`src/rtl/spc_pkg.sv`:
```
package spc_pkg;
  localparam logic [4:0] P1_SPECIAL    = 5'b01000;
  localparam logic [2:0] P2_SPECIAL_LO = 3'b001;

  typedef enum logic [1:0] {
    ACT_LOCAL   = 2'd0,
    ACT_FWD     = 2'd1,
    ACT_SYSMGMT = 2'd2,
    ACT_RSVD    = 2'd3
  } act_e;

  localparam logic [1:0] HUB_SHUTDOWN  = 2'b00;
  localparam logic [1:0] HUB_HALT      = 2'b01;
  localparam logic [1:0] HUB_STOPGRANT = 2'b10;

  typedef struct packed {
    logic       special;
    act_e       act;
    logic [1:0] hub_code;
  } dec_t;
endpackage

```
`src/rtl/spc_decode.sv`:
```
module spc_decode import spc_pkg::*; #(
  parameter int REQ_W = 5,
  parameter int BE_W  = 8
) (
  input  logic [REQ_W-1:0] code_p1,
  input  logic [REQ_W-1:0] code_p2,
  input  logic [BE_W-1:0]  be_p2,
  output dec_t             dec
);
  localparam int LO_W = 3;

  logic unused_hi;
  assign unused_hi = &{1'b0, code_p2[REQ_W-1:LO_W]};

  always_comb begin
    dec          = '0;
    dec.act      = ACT_RSVD;
    dec.hub_code = HUB_SHUTDOWN;
    dec.special  = (code_p1 == P1_SPECIAL) && (code_p2[LO_W-1:0] == P2_SPECIAL_LO);
    case (be_p2)
      BE_W'(0), BE_W'(2), BE_W'(4), BE_W'(5): dec.act = ACT_LOCAL;
      BE_W'(1): begin dec.act = ACT_FWD; dec.hub_code = HUB_SHUTDOWN;  end
      BE_W'(3): begin dec.act = ACT_FWD; dec.hub_code = HUB_HALT;      end
      BE_W'(6): begin dec.act = ACT_FWD; dec.hub_code = HUB_STOPGRANT; end
      BE_W'(7): dec.act = ACT_SYSMGMT;
      default:  dec.act = ACT_RSVD;
    endcase
  end

  // a request flagged as special carries the first-phase special code
  always_comb begin
    if (dec.special) begin
      p_special_code_r1: assert (code_p1 == P1_SPECIAL);
    end
  end
endmodule

```
`src/rtl/spc_fwd_ctrl.sv`:
```
module spc_fwd_ctrl import spc_pkg::*; (
  input  logic       clk,
  input  logic       rst_n,
  input  logic       accept,
  input  act_e       act,
  input  logic [1:0] hub_code,
  input  logic       hub_abort,
  output logic       busy,
  output logic       retire,
  output logic       hub_req_valid,
  output logic [1:0] hub_req_type
);
  logic       busy_q, busy_d;
  logic       retire_q, retire_d;
  logic       hubv_q, hubv_d;
  logic [1:0] htype_q;
  logic       htype_en;

  always_comb begin
    hubv_d   = accept && (act == ACT_FWD);
    htype_en = hubv_d;
    retire_d = (accept && (act != ACT_FWD)) || (busy_q && hub_abort);
    busy_d   = busy_q;
    if (busy_q && hub_abort) busy_d = 1'b0;
    else if (hubv_d)         busy_d = 1'b1;
  end

  always_ff @(posedge clk or negedge rst_n) begin
    if (!rst_n) begin
      busy_q   <= 1'b0;
      retire_q <= 1'b0;
      hubv_q   <= 1'b0;
    end else begin
      busy_q   <= busy_d;
      retire_q <= retire_d;
      hubv_q   <= hubv_d;
    end
  end

  always_ff @(posedge clk or negedge rst_n) begin
    if (!rst_n)        htype_q <= HUB_SHUTDOWN;
    else if (htype_en) htype_q <= hub_code;
  end

  assign busy          = busy_q;
  assign retire        = retire_q;
  assign hub_req_valid = hubv_q;
  assign hub_req_type  = htype_q;

  p_hub_pulse_r3: assert property (@(posedge clk) disable iff (!rst_n)
    hub_req_valid |=> !hub_req_valid);
  p_fwd_busy_r3: assert property (@(posedge clk) disable iff (!rst_n)
    (accept && act == ACT_FWD) |=> (busy && hub_req_valid));
  p_retire_after_abort_r4: assert property (@(posedge clk) disable iff (!rst_n)
    (busy && hub_abort) |=> retire);
  p_no_early_retire_r4: assert property (@(posedge clk) disable iff (!rst_n)
    (busy && !hub_abort) |=> !retire);
  p_idle_abort_r12: assert property (@(posedge clk) disable iff (!rst_n)
    (!busy && !accept) |=> !retire);
endmodule

```
`src/rtl/spc_sysmgmt.sv`:
```
module spc_sysmgmt import spc_pkg::*; (
  input  logic clk,
  input  logic rst_n,
  input  logic txn_valid,
  input  logic accept,
  input  act_e act,
  input  logic addr_b7,
  output logic sys_mode,
  output logic sys_access,
  output logic rsvd_err
);
  logic mode_q, mode_d, mode_en;
  logic err_q, err_d, err_en;

  always_comb begin
    mode_en = accept && (act == ACT_SYSMGMT);
    mode_d  = addr_b7;
    err_en  = accept && (act == ACT_RSVD);
    err_d   = 1'b1;
  end

  always_ff @(posedge clk or negedge rst_n) begin
    if (!rst_n)       mode_q <= 1'b0;
    else if (mode_en) mode_q <= mode_d;
  end

  always_ff @(posedge clk or negedge rst_n) begin
    if (!rst_n)      err_q <= 1'b0;
    else if (err_en) err_q <= err_d;
  end

  assign sys_mode   = mode_q;
  assign sys_access = txn_valid && mode_q && addr_b7;
  assign rsvd_err   = err_q;

  p_mode_set_r6: assert property (@(posedge clk) disable iff (!rst_n)
    (accept && act == ACT_SYSMGMT && addr_b7) |=> sys_mode);
  p_mode_clr_r7: assert property (@(posedge clk) disable iff (!rst_n)
    (accept && act == ACT_SYSMGMT && !addr_b7) |=> !sys_mode);
  p_err_sticky_r9: assert property (@(posedge clk) disable iff (!rst_n)
    rsvd_err |=> rsvd_err);
  p_mode_hold_r10: assert property (@(posedge clk) disable iff (!rst_n)
    !(accept && act == ACT_SYSMGMT) |=> $stable(sys_mode));
endmodule

```
`src/rtl/spc_dispatch.sv`:
```
module spc_dispatch import spc_pkg::*; #(
  parameter int REQ_W = 5,
  parameter int BE_W  = 8
) (
  input  logic             clk,
  input  logic             rst_n,
  input  logic             txn_valid,
  input  logic [REQ_W-1:0] code_p1,
  input  logic [REQ_W-1:0] code_p2,
  input  logic [BE_W-1:0]  be_p2,
  input  logic             addr_p2_b7,
  output logic             txn_ready,
  output logic             claim,
  output logic             retire,
  output logic             hub_req_valid,
  output logic [1:0]       hub_req_type,
  input  logic             hub_abort,
  output logic             sys_mode,
  output logic             sys_access,
  output logic             rsvd_err
);
  dec_t dec;
  logic busy;
  logic accept;

  spc_decode #(.REQ_W(REQ_W), .BE_W(BE_W)) u_dec (
    .code_p1(code_p1), .code_p2(code_p2), .be_p2(be_p2), .dec(dec)
  );

  assign txn_ready = !(busy && dec.special);
  assign accept    = txn_valid && dec.special && !busy;
  assign claim     = accept;

  spc_fwd_ctrl u_fwd (
    .clk(clk), .rst_n(rst_n), .accept(accept), .act(dec.act),
    .hub_code(dec.hub_code), .hub_abort(hub_abort), .busy(busy),
    .retire(retire), .hub_req_valid(hub_req_valid), .hub_req_type(hub_req_type)
  );

  spc_sysmgmt u_sys (
    .clk(clk), .rst_n(rst_n), .txn_valid(txn_valid), .accept(accept),
    .act(dec.act), .addr_b7(addr_p2_b7), .sys_mode(sys_mode),
    .sys_access(sys_access), .rsvd_err(rsvd_err)
  );

  p_hold_off_r5: assert property (@(posedge clk) disable iff (!rst_n)
    (busy && txn_valid && dec.special) |-> (!txn_ready && !claim));
endmodule

```
`config.mk`:
```
export PLATFORM = sky130hd
export DESIGN_NAME = spc_dispatch
export DESIGN_NICKNAME = d
export VERILOG_FILES = /design/src/rtl/spc_pkg.sv /design/src/rtl/spc_decode.sv /design/src/rtl/spc_fwd_ctrl.sv /design/src/rtl/spc_sysmgmt.sv /design/src/rtl/spc_dispatch.sv
export SDC_FILE = /design/constraint.sdc
export NUM_CORES = 1
export LEC_CHECK = 0
export ABC_AREA = 1
export BUFFER_PORTS_ARGS = -buffer_cell sky130_fd_sc_hd__buf_4
export CORE_AREA = 2 2 39 41
export DETAILED_ROUTE_END_ITERATION = 12
export DIE_AREA = 0 0 41 43
export GPL_ROUTABILITY_DRIVEN = 1
export PLACE_DENSITY_LB_ADDON = 0.05
export SETUP_SLACK_MARGIN = 0.5
export SYNTH_ARGS = -nofsm -noshare
export SYNTH_HDL_FRONTEND = slang
export SYNTH_HIERARCHICAL = 1
export SYNTH_SLANG_ARGS = --single-unit
```
`constraint.sdc`:
```
create_clock -name clk -period 2.5 [get_ports clk]
set_input_delay 0 -clock clk [delete_from_list [all_inputs] [get_ports clk]]
set_output_delay 0 -clock clk [all_outputs]
set_load 0.01 [all_outputs]
```
==> metrics.sh, run 1 <==
STATUS='completed'
YS.WARNINGS.COUNT=6
IO_BUFFERS=29
INITIAL_UTILIZATION_PCT=35.08
OVERFLOW_AFTER_GRT=0
MAX_STAGE_DELAY_NS=0.42
NETS_IN_THE_SYNTHESIZED_NETLIST=94
CLK_TRANSITION_REPORTED_PATHS_NS=0.06
ROUTE.DETAILED.VIAS_PER_INST=4.475
WORST_HOLD_STARTPOINT='addr_p2_b7'
CLK-INSERTION-DELAY-LATE_NS=0.25
YOSYSSEQAREASHARE_PCT=36.08
TOTALWIRELENGTH_MM=1.104
MULTIINPUTGATEAREA_UM2=250.2
ROOT_BUFFER='sky130_fd_sc_hd__clkbuf_4'
UNREPAIRED_SETUP_ENDPOINTS_AFTER_GLOBAL_ROUTING='no'
DRV_CAP=0
ROUTE.DETAILED.WL_PER_INST_UM=9.049
CTS_MAX_PATH_BUFFERS=2
SETUP.WORST_PATH.END_CLASS='primary output'
ANTENNA_CELLS_INSERTED=0
TRITONCTS.NUM_BUFFERS=3
PEAKVDDDROP_V=0.0001624
POST_DP_HPWL_UM=885.8
POWER_DENSITY_mW_PER_MM2=363.7
NUMBER_OF_PLACEMENT_ROWS=14
SLEW_HEADROOM_PCT=75.73
SYNTH.CELL_AREA_UM2=485.5
CORE_REGION_AREA_MM2=0.001384
CRITICAL_PATH.STARTPOINT_TYPE='flop'
FINAL_CORE_UTIL_PCT=55.61
GRT_START_MAX_NET_PINS=9
M1WIRELENGTH_UM=443
LEAKAGEPOWER_nW=0.4713
HOLD_FAILS_FINAL_RPT=0
PATH_DELAY_FAMILY='flip-flops'
IO_PINS=32
TIMING.RR.END='u_fwd/hub_req_type[0]$_DFFE_PN0P_'
WORST-SETUP-PATH-TYPE='reg -> out'
CTS_HTREE_LEVELS=1
CRIT_SLOWEST_CELL='sky130_fd_sc_hd__dfrtp_1'
FIRST_PASS_GRT_WIRE_LENGTH_MM=1.849
WORSTMARGINPINSLEW_NS=0.3627
SYNTH.AVG_CELL_AREA_UM2=6.838
TNS_NS=0
FILLER_CELL_COUNT=159
CLOCK_TREE_FROM_TRITONCTS='yes'
SLEW_VIOLATIONS=0
FINAL_ANTENNA_NET_COUNT=0
TIMING.CLOCK.SKEW_NS=0.008223
LAYOUT.CELLS.NON_FILLER=122
REPORT.FINAL.SETUP_VIOL=0
PERIOD_NEEDED_NS=1.156
WORST_EP_REQUIRED_TIME_NS=2.50
FRACTION_OF_LAYOUT_CELLS_WITH_A_SIZE_SUFFIX_ABOVE_1_PCT=44.34
HP-CLASS='in -> reg'
GRT.TOTAL_USAGE_PCT=16.08
SYN2LAYOUT_AREA_GROWTH_PCT=58.51
WORST-R2R-SETUP-SLACK_NS=1.38
ORDERED_CELL_LIST_FOR_THE_CRITICAL_PATH='nor2_2 -> buf_4'
CRIT_PATH_BUFFERS_INVERTERS=1
DR_WL_MET3_UM=66
SEQCELLAREA_UM2=175.2
CRIT_PATH_START='u_fwd/busy$_DFFE_PN0P_'
HIGHEST_LAYER='met4'
DETAILROUTE.WIRELENGTH.MET2_UM=572
DETAILROUTE.VIA_COUNT=546
ANTENNA_FOUND_INITIAL=0
PERIOD_SHARE_PCT=46.24
GRT_PASS1_VIAS=486
SYNTHESIZED_INSTANCE_COUNT=71
DIE_EXTENT_IN_X_UM=41
ACHIEVABLE-FREQUENCY_MHz=865.1
DIE-AREA_MM2=0.001763
NUMBER_OF_DISTINCT_LIBRARY_CELLS_AFTER_SYNTHESIS=18
WORST-R2R-CELL-COUNT=4
DRT_FIRST_ITER_VIOLATIONS=4
DRT_PRE_ANTENNA_ITERS=4
CTS_SINKS=7
PLACE.GP.CONGESTION=0.6877
RR_STARTPOINT='u_fwd/busy$_DFFE_PN0P_'
CRIT_CELLS=2
CRITICAL_PATH_PEAK_FANOUT=8
POST_CTS.REPAIR.SETUP_BUFFERS=0
DIE_HEIGHT_UM=43
NNETSFINAL=130
PLACEDCELLCOUNT=116
CRIT_PATH_END='claim'
DETAIL_ROUTE.DRC_VIOLATIONS=0
WORSTPATHARRIVAL_NS=1.16
YS_SEQ_ELEMENTS=7
[through the flow]
stage	instance area, um^2	setup slack [ns]	total power (W)	hold slack [ns]
after floorplan	485.5	1.371	0.0001412	-0.2956
final	769.5	1.344	0.0002799	0.03184
after global placement	723.2	1.153	0.0001738	-0.1793
after CTS	769.5	1.328	0.0002854	0.02613
after detailed placement	723.2	1.162	0.0001748	-0.1793
after global routing	769.5	1.258	0.0002996	0.03084
[worst min path at each step]
stage                            endpoint  slack [ns]  cells past startpoint
2_1_floorplan      u_fwd/busy$_DFFE_PN0P_       -0.30                      0
3_3_place_gp       u_fwd/busy$_DFFE_PN0P_       -0.18                      1
3_5_place_dp       u_fwd/busy$_DFFE_PN0P_       -0.18                      1
4_1_cts        u_sys/sys_mode$_DFFE_PN0P_        0.03                      3
5_1_grt        u_sys/sys_mode$_DFFE_PN0P_        0.03                      3
6_report       u_sys/sys_mode$_DFFE_PN0P_        0.03                      3
[worst reg2reg max path, delay by kind of cell (launching register included)]
family / cells / cell delay [ns]
simple gates: 4 / 0.59
flops: 1 / 0.42
[synth_stat cells, drive strengths merged]
| library cell | count | area [um^2] |
|---|---|---|
| nand2 | 24 | 97.60 |
| inv | 16 | 60.06 |
| nor2 | 8 | 42.54 |
| dfrtp | 7 | 175.2 |
| nand3 | 5 | 35.03 |
| nand4 | 4 | 25.02 |
| a21oi | 2 | 13.76 |
| and3 | 1 | 6.260 |
| nand3b | 1 | 7.510 |
| nor3 | 1 | 5.000 |
| nor4 | 1 | 6.260 |
| o21bai | 1 | 11.26 |
[routing by layer]
| metal | track usage [%] | up-vias |
|---|---|---|
| met2 | 26.25 | 17 |
| li1 | - | 290 |
| met1 | 16.78 | 237 |
| met4 | 12.00 | 0 |
| met5 | 0 | - |
| met3 | 3.141 | 2 |
[kinds of logic after synthesis]
| kind of cell | after synthesis | synth area share (%) |
|---|---|---|
| AND/OR/NAND/NOR | 45 | 46.39 |
| flip-flops | 7 | 36.08 |
| AO/OA/AOI/OAI | 3 | 5.154 |
| buffers and inverters | 16 | 12.37 |
[state kept, by name, indices dropped and copies added (netlist names)]
signal	cells
u_fwd/retire	1
u_sys/rsvd_err	1
u_fwd/hub_req_valid	1
u_fwd/busy	1
u_sys/sys_mode	1
u_fwd/hub_req_type	2
[final cells by class]
type	count	share of cell area, %
Multi-Input combinational cell	48	32.52
Timing Repair Buffer	31	30.89
Sequential cell	7	22.76
Inverter	16	7.805
Clock buffer	4	3.415
Tap cell	16	2.602
[report_power, final]
| part | internal, W | switching (W) |
|---|---|---|
| combinational | 0.0000324 | 0.0000227 |
| clock | 0.0000611 | 0.0000444 |
| sequential | 0.000117 | 0.00000246 |
| total | 0.000210 | 0.0000695 |
[layout by cell type (no fill, tap or decap), drive strengths merged]
cell / Yosys / final
buf: 0 / 29
nand2: 24 / 24
inv: 16 / 16
nor2: 8 / 8
dfrtp: 7 / 7
nand3: 5 / 5
nand4: 4 / 4
clkbuf: 0 / 4
dlygate4sd3: 0 / 2
a21oi: 2 / 2
nor3: 1 / 1
nand3b: 1 / 1
nor4: 1 / 1
o21bai: 1 / 1
and3: 1 / 1
[repair_timing]
item | 4_1_cts | 5_1_grt
endpoints found under the hold margin | 9 | 0
hold buffers | 2 | 0
gates resized for setup | 0 | 0
(Power assumes the default switching activity.)
==> inputs of run 2 (changes only) <==
- ABC_AREA: 1 -> 0
- clock period: 2.5 -> 1.05 ns (I/O delays scaled with it)
==> metrics.sh, run 2 <==
STATUS='finished with violations'
FAILED_CHECKS='hold timing, setup timing'
NUMBER_OF_PLACEMENT_ROWS=14  # unchanged
YS_SEQ_ELEMENTS=7  # unchanged
PERIOD_SHARE_PCT=141.0
GRT.TOTAL_USAGE_PCT=15.14  # -0.94 points
PEAKVDDDROP_V=0.0003516  # +120%
INITIAL_UTILIZATION_PCT=29.11  # -6.0 points
GRT_START_MAX_NET_PINS=8  # -1
COMBPWRFRAC_PCT=17.9  # -1.8 points
NNETSFINAL=101  # -22%
FINISHED_LAYOUT_CELL_AREA_UM2=853.3  # +11%
SYNTH_TOP_AREA_SHARE_PCT=43.48  # +7.4 points
OVERFLOW_AFTER_GRT=0  # unchanged
SYNTH_COMMONEST_CELLS='sky130_fd_sc_hd__dfrtp_1 (7), sky130_fd_sc_hd__mux2_4 (3), sky130_fd_sc_hd__nand3b_4 (2)'
SEQCELLAREA_UM2=175.2  # unchanged
SYNTHESIZED_INSTANCE_COUNT=30  # -58%
CELLINTERNALPOWER_W=0.0004977  # +140%
CLK-INSERTION-DELAY-LATE_NS=0.24  # about the same
FILLER_CELL_COUNT=126  # -21%
SYNTH.AVG_CELL_AREA_UM2=13.43  # +96%
DIE_EXTENT_IN_X_UM=41  # unchanged
SLEW_VIOLATIONS=0  # unchanged
FIRST_PASS_GRT_WIRE_LENGTH_MM=1.794  # -3.0%
TIMING.CLOCK.SKEW_NS=0.002714  # -0.005509 ns
FRACTION_OF_LAYOUT_CELLS_WITH_A_SIZE_SUFFIX_ABOVE_1_PCT=77.92  # +34 points
MULTIINPUTGATEAREA_UM2=242.7  # -3.0%
SYNTH_AREA_LEADERS='sky130_fd_sc_hd__dfrtp_1 (43%), sky130_fd_sc_hd__mux2_4 (11%), sky130_fd_sc_hd__nand3b_4 (9.9%)'
CRIT_PATH_END='u_sys/sys_mode$_DFFE_PN0P_'
HOLD_SLACK_NS=-0.05208  # -0.08392 ns
CTS_MAX_PATH_BUFFERS=2  # unchanged
DIE-AREA_MM2=0.001763  # unchanged
FINAL_CORE_UTIL_PCT=61.66  # +6.1 points
ROOT_BUFFER='sky130_fd_sc_hd__clkbuf_4'
SWITCHING_PWR_W=0.0001292  # +86%
LEADING_AREA_CONTRIBUTOR_AFTER_SYNTHESIS='sky130_fd_sc_hd__dfrtp_1'
POWER_DENSITY_mW_PER_MM2=734.7  # +100%
GRT_PASS1_VIAS=435  # -10%
WORST-R2R-CELL-COUNT=3  # -1
TOTALWIRELENGTH_MM=1.031  # -6.6%
IO_BUFFERS=29  # unchanged
TOP_FLIP_FLOP_CELL_BY_INSTANCE_COUNT_AFTER_SYNTHESIS='sky130_fd_sc_hd__dfrtp_1'
YOSYSSEQAREASHARE_PCT=43.48  # +7.4 points
DETAILROUTE.VIA_COUNT=425  # -22%
DETAIL_ROUTE.DRC_VIOLATIONS=0  # unchanged
CRIT_PATH_START='be_p2[5]'
HP-CLASS='in -> reg'
DIE_HEIGHT_UM=43  # unchanged
ROUTE.DETAILED.VIAS_PER_INST=4.570  # +2.1%
WORSTPATHARRIVAL_NS=1.61  # +0.45 ns
REPORT.FINAL.SETUP_VIOL=8  # +8
LEAKAGEPOWER_nW=0.4468  # -5.2%
PLACE.GP.CONGESTION=0.6775  # -1.5%
CRITICAL_PATH_PEAK_FANOUT=3  # -5
NETS_IN_THE_SYNTHESIZED_NETLIST=53  # -44%
CLOCK_POWER_SHARE_PCT=38.2  # +0.5 points
FINALWORSTSETUPSLACK_NS=-0.4306  # -1.775 ns
WORST_EP_REQUIRED_TIME_NS=1.18  # -1.32 ns
HIGHEST_COUNT_CELLS_IN_THE_LAYOUT_IGNORING_FILL_AND_TAPS='sky130_fd_sc_hd__buf_4 (26), sky130_fd_sc_hd__buf_6 (16), sky130_fd_sc_hd__dfrtp_1 (7)'
CTS_HTREE_LEVELS=1  # unchanged
CRITICAL_PATH.STARTPOINT_TYPE='input port'
LARGEST_REG_FLOPS=2  # unchanged
NUMBER_OF_DISTINCT_LIBRARY_CELLS_AFTER_SYNTHESIS=21  # +3
WORST-R2R-SETUP-SLACK_NS=-0.21  # -1.59 ns
POST_DP_HPWL_UM=829.9  # -6.3%
WORST-SETUP-PATH-TYPE='in -> reg'
ROUTE.DETAILED.WL_PER_INST_UM=11.09  # +23%
SWSHARE_PCT=20.61  # -4.2 points
SYNTH_EDF_COUNT=0  # unchanged
SETUP.WORST_PATH.END_CLASS='flop'
CLK_TRANSITION_REPORTED_PATHS_NS=0.05  # about the same
WORSTMARGINPINSLEW_NS=0.1817  # -0.1810 ns
IO_PINS=32  # unchanged
TRITONCTS.NUM_BUFFERS=3  # unchanged
DRT_PRE_ANTENNA_ITERS=2  # -2
PLACEDCELLCOUNT=84  # -28%
DRV_CAP=0  # unchanged
CORE_REGION_AREA_MM2=0.001384  # unchanged
LAYOUT.CELLS.NON_FILLER=93  # -24%
LAYOUT.CELLS.MOST_COMMON='sky130_fd_sc_hd__buf_4'
ACHIEVABLE-FREQUENCY_MHz=675.4
TIMING.RR.END='u_fwd/hub_req_type[0]$_DFFE_PN0P_'
SYN2LAYOUT_AREA_GROWTH_PCT=111.8
PORTION_OF_TOTAL_POWER_ATTRIBUTED_TO_SEQUENTIAL_CELLS_PCT=43.9  # +1.3 points
UNREPAIRED_SETUP_ENDPOINTS_AFTER_GLOBAL_ROUTING='yes'
YS.WARNINGS.COUNT=6  # unchanged
ANTENNA_CELLS_INSERTED=0  # unchanged
CTS_STAGE_HOLD_BUFFER_COUNT=1  # -1
SYNTH.CELL_AREA_UM2=402.9  # -17%
SLEW_HEADROOM_PCT=87.79  # +12 points
CLOCK_TREE_FROM_TRITONCTS='yes'
ANTENNA_FOUND_INITIAL=0  # unchanged
PLACED_CELL_AREA_UM2=719.4  # -0.52%
FINAL_ANTENNA_NET_COUNT=0  # unchanged
YOSYSMOSTFREQUENTCELL='sky130_fd_sc_hd__dfrtp_1'
CTS_SINKS=7  # unchanged
PERIOD_NEEDED_NS=1.481
RR_STARTPOINT='u_fwd/busy$_DFFE_PN0P_'
SYNTH-ASYNC-RESET-RATIO_PCT=100.0  # unchanged
HOLD_FAILS_FINAL_RPT=3  # +3
DRT_FIRST_ITER_VIOLATIONS=2  # -2
## run 2: cell count changes after synthesis, sizes merged, moves of 3 or more
| cell | delta |
|---|---|
| nand2 | -23 |
| mux2 | +3 |
| inv | -15 |
| nand3 | -5 |
| nor2 | -7 |
| nand4 | -4 |
## run 2: metal layers
metal | wire length, um | track usage (%)
met4 | 0 | 6.000
met3 | 69 | 4.712
met1 | 400 | 18.63
met2 | 560 | 23.44
met5 | 0 | 0
## run 2: worst max-delay path: stages
cell and delay [ns]:
sky130_fd_sc_hd__buf_6 0.09, sky130_fd_sc_hd__or4_4 0.53, sky130_fd_sc_hd__or4b_4 0.53, sky130_fd_sc_hd__nand3b_4 0.17, sky130_fd_sc_hd__mux2_4 0.29
## run 2: final cells by class
type | instances | area share [%]
Clock buffer | 4 | 3.079
Inverter | 1 | 0.4399
Multi-Input combinational cell | 22 | 28.45
Sequential cell | 7 | 20.53
Tap cell | 16 | 2.346
Timing Repair Buffer | 43 | 45.16
## run 2: power by group through the flow
| stage | Combinational, W | Sequential (W) | Clock (W) |
|---|---|---|---|
| after floorplan | 0.0000173 | 0.000281 | 0 |
| after global placement | 0.000101 | 0.000280 | 0 |
| after detailed placement | 0.000102 | 0.000279 | 0 |
| after CTS | 0.000112 | 0.000275 | 0.000250 |
| after global routing | 0.000121 | 0.000275 | 0.000273 |
| final | 0.000112 | 0.000275 | 0.000240 |
## run 2: how the worst min path moves through the flow
stage                                         to      start  cells after the start  slack, ns
after global placement    u_fwd/retire$_DFF_PN0_      rst_n                      1      -0.18
after detailed placement  u_fwd/retire$_DFF_PN0_      rst_n                      1      -0.18
after floorplan           u_fwd/busy$_DFFE_PN0P_      rst_n                      0      -0.30
after global routing      u_fwd/busy$_DFFE_PN0P_  hub_abort                      2      -0.05
after CTS                 u_fwd/busy$_DFFE_PN0P_  hub_abort                      2      -0.06
final                     u_fwd/busy$_DFFE_PN0P_  hub_abort                      2      -0.05
## run 2: repair_timing
item                                   in CTS  in global routing
setup buffers                               3                  1
setup endpoints to repair                  16                 16
resized for setup                          16                  2
endpoints found under the hold margin      10                  3
pin swaps                                   2                  1
## run 2: logic make-up after synthesis
family | Yosys count | share of synthesized area, %
and+or+nand+nor | 15 | 34.78
DFF | 7 | 43.48
muxes | 4 | 13.66
AOI/OAI and AO/OA | 3 | 7.143
buffers and inverters | 1 | 0.9308
## run 2: stage by stage
stage / setup TNS [ns] / power, W / setup slack (ns)
6_report: -2.623 / 0.0006269 / -0.4306
5_1_grt: -2.871 / 0.0006695 / -0.4536
4_1_cts: -2.608 / 0.0006379 / -0.4286
3_5_place_dp: -4.324 / 0.0003811 / -0.7217
3_3_place_gp: -4.250 / 0.0003803 / -0.7010
2_1_floorplan: -2.888 / 0.0002985 / -0.5901
==> inputs of run 3 (changes only) <==
- RECOVER_POWER: not set -> 50
- TNS_END_PERCENT: not set -> 1
==> metrics.sh, run 3 (synthesis gave the netlist of run 2 again) <==
LAYOUT.CELLS.MOST_COMMON='sky130_fd_sc_hd__buf_4'
WORST-SETUP-PATH-TYPE='in -> reg'
OVERFLOW_AFTER_GRT=0  # unchanged
LAYOUT.CELLS.NON_FILLER=91  # -2.2%
FINISHED_LAYOUT_CELL_AREA_UM2=805.8  # -5.6%
CTS_HTREE_LEVELS=1  # unchanged
LEAKAGEPOWER_nW=0.4230  # -5.3%
PERIOD_NEEDED_NS=1.482  # +0.001823 ns
CLOCK_TREE_FROM_TRITONCTS='yes'
HP-CLASS='in -> reg'
UNREPAIRED_SETUP_ENDPOINTS_AFTER_GLOBAL_ROUTING='yes'
DIE_EXTENT_IN_X_UM=41  # unchanged
ANTENNA_CELLS_INSERTED=0  # unchanged
DIE_HEIGHT_UM=43  # unchanged
ANTENNA_FOUND_INITIAL=0  # unchanged
CLK-INSERTION-DELAY-LATE_NS=0.25  # about the same
TRITONCTS.NUM_BUFFERS=3  # unchanged
INITIAL_UTILIZATION_PCT=29.11  # unchanged
FIRST_PASS_GRT_WIRE_LENGTH_MM=1.628  # -9.3%
GRT_PASS1_VIAS=382  # -12%
GRT.TOTAL_USAGE_PCT=14.30  # -0.84 points
DIE-AREA_MM2=0.001763  # unchanged
DRT_PRE_ANTENNA_ITERS=2  # unchanged
MULTIINPUTGATEAREA_UM2=240.2  # -1.0%
CTS_SINKS=7  # unchanged
DETAIL_ROUTE.DRC_VIOLATIONS=0  # unchanged
POWER_DENSITY_mW_PER_MM2=781.3  # +6.3%
SEQCELLAREA_UM2=175.2  # unchanged
IO_BUFFERS=29  # unchanged
SLEW_VIOLATIONS=0  # unchanged
FINALWORSTSETUPSLACK_NS=-0.4324  # -0.001823 ns
DRT_FIRST_ITER_VIOLATIONS=6  # +4
HIGHEST_COUNT_CELLS_IN_THE_LAYOUT_IGNORING_FILL_AND_TAPS='sky130_fd_sc_hd__buf_4 (30), sky130_fd_sc_hd__buf_6 (9), sky130_fd_sc_hd__dfrtp_1 (7)'
GRT_START_MAX_NET_PINS=8  # unchanged
CLK_TRANSITION_REPORTED_PATHS_NS=0.05  # about the same
CRITICAL_PATH.STARTPOINT_TYPE='input port'
IO_PINS=32  # unchanged
POST_CTS.REPAIR.SETUP_BUFFERS=0  # -3
FRACTION_OF_LAYOUT_CELLS_WITH_A_SIZE_SUFFIX_ABOVE_1_PCT=74.67  # -3.3 points
ACHIEVABLE-FREQUENCY_MHz=674.6  # -0.12%
CTS_MAX_PATH_BUFFERS=2  # unchanged
WORSTMARGINPINSLEW_NS=0.3860  # +0.2043 ns
PERIOD_SHARE_PCT=141.2  # +0.17 points
REPORT.FINAL.SETUP_VIOL=8  # unchanged
DETAILROUTE.VIA_COUNT=420  # -1.2%
ROOT_BUFFER='sky130_fd_sc_hd__clkbuf_4'
LARGEST_REG_FLOPS=2  # unchanged
TOTALWIRELENGTH_MM=1.036  # +0.48%
ROUTE.DETAILED.WL_PER_INST_UM=11.38  # +2.7%
ROUTE.DETAILED.VIAS_PER_INST=4.615  # +1.0%
WORST_EP_REQUIRED_TIME_NS=1.18  # about the same
CRIT_PATH_START='be_p2[4]'
PLACEDCELLCOUNT=86  # +2.4%
FILLER_CELL_COUNT=134  # +6.3%
CTS_STAGE_HOLD_BUFFER_COUNT=1  # unchanged
CORE_REGION_AREA_MM2=0.001384  # unchanged
HOLD_SLACK_NS=-0.05779  # -0.005710 ns
PEAKVDDDROP_V=0.0003083  # -12%
NUMBER_OF_PLACEMENT_ROWS=14  # unchanged
PLACED_CELL_AREA_UM2=726.9  # +1.0%
SYN2LAYOUT_AREA_GROWTH_PCT=100.0
RR_STARTPOINT='u_fwd/busy$_DFFE_PN0P_'
FINAL_ANTENNA_NET_COUNT=0  # unchanged
NNETSFINAL=99  # -2.0%
HOLD_FAILS_FINAL_RPT=2  # -1
SETUP.WORST_PATH.END_CLASS='flop'
SLEW_HEADROOM_PCT=74.27  # -14 points
STATUS='finished with violations'
PLACE.GP.CONGESTION=0.6273  # -7.4%
DRV_CAP=0  # unchanged
TIMING.CLOCK.SKEW_NS=0.001179  # -0.001535 ns
CRITICAL_PATH_PEAK_FANOUT=3  # unchanged
FAILED_CHECKS='hold timing, setup timing'
WORSTPATHARRIVAL_NS=1.61  # about the same
WORST_HOLD_STARTPOINT='hub_abort'
==> run 3: changes by cell type in the layout (fill, tap and decap cells not counted), sizes merged <==
| cell | change |
|---|---|
| clkbuf | +1 |
| buf | -3 |
==> run 3: power by group <==
group          total, W  internal (W)  switching (W)  leakage (nW)
combinational  0.000111     0.0000782      0.0000325         0.311
sequential     0.000276      0.000273     0.00000265        0.0975
clock          0.000243      0.000145      0.0000980        0.0150
==> run 3: cell type report <==
type,instances,area share [%]
inverters,1,0.4658
flip-flops and latches,7,21.74
clock buffers,4,3.261
repair buffers,41,42.24
well taps,16,2.484
multi-input cells,22,29.81
==> run 3: what timing repair did <==
action | in CTS | in global routing
pin swaps | 2 | 3
gates resized for setup | 11 | 2
setup endpoints to repair | 16 | 16
hold endpoints to repair | 10 | 3
gates cloned | 0 | 0
==> run 3: per-layer routing <==
| layer | vias up | global-route usage [%] | routed length [um] | part of all wire [%] |
|---|---|---|---|---|
| met5 | - | 0 | 0 | 0 |
| met4 | 0 | 8.000 | 0 | 0 |
| met3 | 0 | 6.283 | 78 | 7.5 |
| met2 | 16 | 22.19 | 566 | 55 |
| met1 | 197 | 15.26 | 390 | 38 |
| li1 | 207 | - | - | - |
==> run 3: critical path, stage by stage <==
cell and delay [ns]:
sky130_fd_sc_hd__buf_4 0.11, sky130_fd_sc_hd__or4_4 0.51, sky130_fd_sc_hd__or4b_4 0.53, sky130_fd_sc_hd__nand3b_4 0.17, sky130_fd_sc_hd__mux2_4 0.29
==> run 3: path summary, 6_finish.rpt <==
check                                                     to  depth (start not counted)  slack, ns
setup reg to reg           u_fwd/hub_req_type[1]$_DFFE_PN0P_                          3      -0.20
max in group asynchronous         u_sys/sys_mode$_DFFE_PN0P_                          2       0.60
setup / recovery                  u_sys/sys_mode$_DFFE_PN0P_                          5      -0.43
min in group asynchronous      u_fwd/hub_req_valid$_DFF_PN0_                          2       0.18
hold / removal                        u_fwd/busy$_DFFE_PN0P_                          2      -0.06
hold reg to reg                   u_sys/rsvd_err$_DFFE_PN0P_                          1       0.51
==> run 3: stage by stage <==
stage | TNS (ns) | util (%) | setup WS [ns] | hold WS (ns) | total power (W)
after floorplan | -2.933 | - | -0.5946 | -0.2956 | 0.0002979
after global placement | -4.400 | 52.53 | -0.7041 | -0.1804 | 0.0003846
after detailed placement | -4.451 | 52.53 | -0.7183 | -0.1814 | 0.0003851
after CTS | -2.380 | 57.69 | -0.4306 | -0.06232 | 0.0006396
after global routing | -2.471 | 58.23 | -0.4375 | -0.05190 | 0.0006695
final | -2.343 | 58.23 | -0.4324 | -0.05779 | 0.0006295
